$ cat config.mk
export PLATFORM = sky130hd
export DESIGN_NAME = zero_mute_ctrl
export DESIGN_NICKNAME = d
export VERILOG_FILES = /design/src/rtl/zmute_pkg.sv /design/src/rtl/zm_rst_sync.sv /design/src/rtl/zm_zero_detect.sv /design/src/rtl/zm_run_counter.sv /design/src/rtl/zero_mute_ctrl.sv
export SDC_FILE = /design/constraint.sdc
export NUM_CORES = 1
export LEC_CHECK = 0
export ABC_CLOCK_PERIOD_IN_PS = 800
export BUFFER_PORTS_ARGS = -buffer_cell sky130_fd_sc_hd__buf_2
export CAP_MARGIN = 20
export CORE_MARGIN = 2
export CORE_UTILIZATION = 32
export CTS_BUF_LIST = sky130_fd_sc_hd__clkbuf_2
export DETAILED_ROUTE_END_ITERATION = 8
export GPL_TIMING_DRIVEN = 0
export HOLD_SLACK_MARGIN = 0.15
export PLACE_DENSITY_LB_ADDON = 0.25
export SLEW_MARGIN = 20
export SYNTH_ARGS = -nofsm -noshare
export SYNTH_HDL_FRONTEND = slang
export SYNTH_HIERARCHICAL = 1
export SYNTH_SLANG_ARGS = --single-unit
$ cat constraint.sdc
create_clock -name clk_i -period 0.8 [get_ports clk_i]
set_input_delay 0.24 -clock clk_i [delete_from_list [all_inputs] [get_ports clk_i]]
set_output_delay 0.24 -clock clk_i [all_outputs]
set_load 0.05 [all_outputs]
$ cat src/rtl/zmute_pkg.sv
package zmute_pkg;
  localparam int unsigned DEF_CHANNELS = 6;
  localparam int unsigned DEF_SAMPLE_W = 24;
  localparam int unsigned DEF_ZERO_RUN = 8192;

  typedef struct packed {
    logic in_reset;
    logic init_busy;
    logic pwr_down;
    logic ratio_bad;
  } mute_cause_t;
endpackage

$ cat src/rtl/zm_rst_sync.sv
module zm_rst_sync #(
  parameter int unsigned STAGES = 2
) (
  input  logic clk_i,
  input  logic rst_ni,
  output logic rst_sync_no
);
  logic [STAGES-1:0] sync_q;
  logic [STAGES-1:0] sync_d;

  always_comb begin
    sync_d = {sync_q[STAGES-2:0], 1'b1};
  end

  always_ff @(posedge clk_i or negedge rst_ni) begin
    if (!rst_ni) begin
      sync_q <= '0;
    end else begin
      sync_q <= sync_d;
    end
  end

  assign rst_sync_no = sync_q[STAGES-1];
endmodule

$ cat src/rtl/zm_zero_detect.sv
module zm_zero_detect #(
  parameter int unsigned CHANNELS = 6,
  parameter int unsigned SAMPLE_W = 24
) (
  input  logic [CHANNELS*SAMPLE_W-1:0] data_i,
  output logic                         all_zero_o
);
  logic [CHANNELS-1:0] ch_zero;

  for (genvar c = 0; c < CHANNELS; c++) begin : g_ch
    assign ch_zero[c] = ~|data_i[c*SAMPLE_W +: SAMPLE_W];
  end

  assign all_zero_o = &ch_zero;
endmodule

$ cat src/rtl/zm_run_counter.sv
module zm_run_counter #(
  parameter int unsigned ZERO_RUN = 8192,
  localparam int unsigned CNT_W   = $clog2(ZERO_RUN + 1)
) (
  input  logic             clk_i,
  input  logic             rst_ni,
  input  logic             clr_i,
  input  logic             adv_i,
  input  logic             zero_i,
  output logic [CNT_W-1:0] cnt_o,
  output logic             full_next_o
);
  localparam logic [CNT_W-1:0] LIMIT = CNT_W'(ZERO_RUN);

  logic [CNT_W-1:0] cnt_q;
  logic [CNT_W-1:0] cnt_d;
  logic             cnt_en;

  always_comb begin
    cnt_en = clr_i | adv_i;
    cnt_d  = cnt_q;
    if (clr_i) begin
      cnt_d = '0;
    end else if (adv_i) begin
      if (!zero_i) begin
        cnt_d = '0;
      end else if (cnt_q != LIMIT) begin
        cnt_d = cnt_q + 1'b1;
      end
    end
  end

  always_ff @(posedge clk_i or negedge rst_ni) begin
    if (!rst_ni) begin
      cnt_q <= '0;
    end else if (cnt_en) begin
      cnt_q <= cnt_d;
    end
  end

  assign cnt_o       = cnt_q;
  assign full_next_o = (cnt_d == LIMIT);
endmodule

$ cat src/rtl/zero_mute_ctrl.sv
module zero_mute_ctrl
  import zmute_pkg::*;
#(
  parameter int unsigned CHANNELS = DEF_CHANNELS,
  parameter int unsigned SAMPLE_W = DEF_SAMPLE_W,
  parameter int unsigned ZERO_RUN = DEF_ZERO_RUN,
  localparam int unsigned DATA_W  = CHANNELS * SAMPLE_W,
  localparam int unsigned CNT_W   = $clog2(ZERO_RUN + 1)
) (
  input  logic              clk_i,
  input  logic              rst_ni,
  input  logic              smp_valid_i,
  input  logic [DATA_W-1:0] smp_data_i,
  input  logic              in_reset_i,
  input  logic              init_busy_i,
  input  logic              pwr_down_i,
  input  logic              ratio_bad_i,
  output logic              mute_o
);
  mute_cause_t      cause;
  logic             rst_sync_n;
  logic             all_zero;
  logic             run_clr;
  logic             run_full_next;
  logic [CNT_W-1:0] run_cnt;
  logic             mute_d;
  logic             mute_q;

  assign cause.in_reset  = in_reset_i;
  assign cause.init_busy = init_busy_i;
  assign cause.pwr_down  = pwr_down_i;
  assign cause.ratio_bad = ratio_bad_i;

  zm_rst_sync #(.STAGES(2)) u_rst (
    .clk_i      (clk_i),
    .rst_ni     (rst_ni),
    .rst_sync_no(rst_sync_n)
  );

  zm_zero_detect #(.CHANNELS(CHANNELS), .SAMPLE_W(SAMPLE_W)) u_zero (
    .data_i    (smp_data_i),
    .all_zero_o(all_zero)
  );

  assign run_clr = cause.in_reset | cause.ratio_bad;

  zm_run_counter #(.ZERO_RUN(ZERO_RUN)) u_run (
    .clk_i      (clk_i),
    .rst_ni     (rst_sync_n),
    .clr_i      (run_clr),
    .adv_i      (smp_valid_i),
    .zero_i     (all_zero),
    .cnt_o      (run_cnt),
    .full_next_o(run_full_next)
  );

  always_comb begin
    mute_d = (|cause) | run_full_next;
  end

  always_ff @(posedge clk_i or negedge rst_sync_n) begin
    if (!rst_sync_n) begin
      mute_q <= 1'b1;
    end else begin
      mute_q <= mute_d;
    end
  end

  assign mute_o = mute_q;
endmodule

==> impl_metrics.ini <==
[floorplanning]
core-area_sq_mm = 0.00432
die_y_um = 70.8
num_rows = 24
die_w_um = 70.8
initial_core_util_pct = 33.0
die-area_sq_mm = 0.00501
io_pins = 152

[routing]
drt_iter0_markers = 134
drt_wl_total_um = 6580
drtAntennaViolNets = 0
wl_per_cell_um = 16.9
vias = 2112
drcViolationCount = 0
vias_per_cell = 5.43
dr.pass1.iters = 5

[worst_setup_path]
crit_family = simple AND/OR/NAND/NOR gates
worstPathRequired_ns = 1.05
critPathArrivalTime_ns = 2.87
cp_slowest_stage_delay_ns = 0.47
crit_top_cell = or4_4
cp-end-kind = register
worst_path_max_delay_cell = or4_4
worstSetupPathType = primary input to register
crit_fanout = 3
path_cells = buf_2 > nor4_1 > nand4_1 > or4_4 > nor3_4 > nand2b_1 > o311ai_2 > o21a_1 > or4b_4 > nor4b_4 > or4_4
crit_buf_inv = 1
startpoint_type = primary input

[power]
power-per-cell-area_mw_per_mm2 = 696
ir_drop_mv = 0.478
swShare_pct = 28.8
cell_internal_pwr_uw = 1360
seq_power_share_pct = 46.5
power_frac_clock_pct = 21.5
p_sw_uw = 549
leakage_uw = 0.00119
power.share.combinational_pct = 32.0

[timing]
whs_ns = 0.125
finalSetupViolations = 16
worst_slack_ns = -1.82
rsz0062_at_grt = yes
fin_crit_sh_pct = 327
report.final.slew_viol_count = 0
hold_viol = 0
setup_tns_ns = -17.91
fmax_mhz = 382
fin_crit_ns = 2.62
finalClockSkew_ns = 0.0139

[synthesis]
synth_edf_count = 0
syn_nets = 325
synth.area.top_cells = dfrtp_1 (28%), nor4_1 (17%), nand4_1 (6.6%), xnor2_1 (5.5%), nor2_1 (3.9%)
synth_ff_type = dfrtp_1
ys_seq_area_share_pct = 29.9
syn_avg_cell_area_sq_um = 8.30
synth_area_leader_cell = dfrtp_1
synth_cell_types = 47
yosysTopAreaCellShare_pct = 28.0
yosys_warnings = 6
postSynth.asyncResetShare_pct = 100
synthCells = 172
synth_seq_cells = 17
syn_area_sq_mm = 0.00143

[grt]
grt_max_degree = 16
grt_overflow = 0
antenna_found_initial = 0
grt_pass1_vias = 2174
grt_usage_pct = 26.2
grt_pass1_wl_um = 10200

[place]
place_hpwl_um = 4910
dp_slack_ns = -2.61
place_congestion = 0.828
place_area_sq_mm = 0.00230
io_buffers = 150

[final_layout]
n_antenna_cell = 0
final_area_sq_mm = 0.00274
layout-drive-gt1-share_pct = 66.5
num-nets-final = 491
syn2layout_area_growth_pct = 91.9
fill_cells = 362

[status]
status = finished with violations
violations = negative setup slack

[clocking]
cts.hold.buffers_added = 1
cts_buffers = 3
htree_levels = 1
tritoncts = done
clk_pin_slew_ns = 0.17
clk_latency_ns = 0.31
cts_buffer_depth = 2
cts_root_buffer = clkbuf_2
cts_sinks = 17

[hold_path]
hp-class = primary input to register

[job]
cap_viol_max_count = 0
routing by layer:
| metal | wire, um | global-route usage (%) | share of wire (%) | vias up |
|---|---|---|---|---|
| met5 | 0 | 0 | 0 | - |
| met4 | 168 | 8.18 | 2.6 | 0 |
| met3 | 431 | 4.27 | 6.6 | 20 |
| met2 | 3220 | 44.5 | 49 | 118 |
| met1 | 2760 | 34.0 | 42 | 959 |
| li1 | - | - | - | 1015 |
state kept, by name, indices dropped and copies added, names as in the netlist:
register	cells
u_rst/sync_q	2
mute_o	1
u_run/cnt_o	14
path summary, 6_finish.rpt:
kind | from | endpoint | slack (ns) | cells after the start
min in group asynchronous | u_rst/sync_q[1] | u_run/cnt_o[0] | 0.15 | 0
min | pwr_down_i | mute_o | 0.12 | 2
max | smp_data_i[76] | mute_o | -1.82 | 11
max in group asynchronous | u_rst/sync_q[1] | mute_o | 0.35 | 0
max reg2reg | u_run/cnt_o[1] | mute_o | -1.73 | 10
min reg2reg | u_rst/sync_q[1] | u_run/cnt_o[0] | 0.15 | 0
timing repair:
action                                 CTS  global route
setup endpoints to repair               16            24
endpoints found under the hold margin    3             1
cloned                                   0             0
pin swaps                               13             8
resized for setup                       44            26
buffers inserted                        13             3
synthesized netlist by cell type (2+ instances only):
cell type	n
nor4_1	38
dfrtp_1	16
nand4_1	15
nor2_1	15
xnor2_1	9
inv_1	7
nand2_1	7
nor3_1	7
buf_4	5
nand3_1	5
xor2_1	4
o21ai_0	3
or4_1	3
a21oi_1	2
a31oi_1	2
ha_1	2
nor4b_1	2
power by group through the flow:
stage                     Combinational (uW)  Clock, uW  Sequential (uW)
after global routing                     658        480              893
after detailed placement                 499          0              903
after global placement                   491          0              903
after floorplan                         90.9          0              903
after CTS                                578        423              888
final                                    610        410              887
through the flow:
step,std cells,util [%],total power [uW]
CTS,392,61.5,1890
detailed placement,374,53.2,1400
global placement,374,53.2,1390
floorplan,172,-,994
finish,389,63.4,1910
global route,389,63.4,2030
worst reg2reg max path, stage by stage (launching register included):
cell     delay, ns
dfrtp_2       0.49
inv_2         0.11
ha_4          0.12
nor4b_4       0.20
nand4_1       0.20
and2_4        0.21
buf_4         0.16
a41oi_1       0.27
o31ai_2       0.10
nor4b_4       0.14
or4_4         0.47
logic make-up after synthesis:
family | after synthesis | synth area share [%]
buffers and inverters | 15 | 5.43
flip-flops | 17 | 29.9
multiplexers | 1 | 0.701
AO/OA/AOI/OAI | 20 | 10.4
adder cells (fa/ha/maj) | 2 | 1.75
AND/OR/NAND/NOR | 103 | 43.6
XOR/XNOR | 13 | 7.98
other | 1 | 0.263
cells in the final DEF, fill, tap and decap left out, types with 2 or more instances in the layout:
cell	count
a31oi_1	2
buf_2	142
buf_4	12
buf_6	12
clkbuf_2	5
dfrtp_1	14
dfrtp_2	2
ha_4	2
inv_1	4
inv_2	3
nand2_1	7
nand3_1	5
nand4_1	15
nor2_1	12
nor2_4	2
nor3_1	6
nor4_1	20
nor4_2	15
nor4_4	4
nor4b_4	2
o21ai_0	2
or4_4	4
xnor2_1	9
xor2_1	4
final cells by class:
cell class | count | area (sq um) | share of cell area [%]
multi-input cells | 140 | 1230 | 45.0
repair buffers | 162 | 918 | 33.5
flip-flops and latches | 17 | 429 | 15.7
well taps | 52 | 65.1 | 2.37
plain buffers | 7 | 47.5 | 1.74
inverters | 7 | 26.3 | 0.959
clock buffers | 4 | 20.0 | 0.731
(Power assumes the default switching activity.)
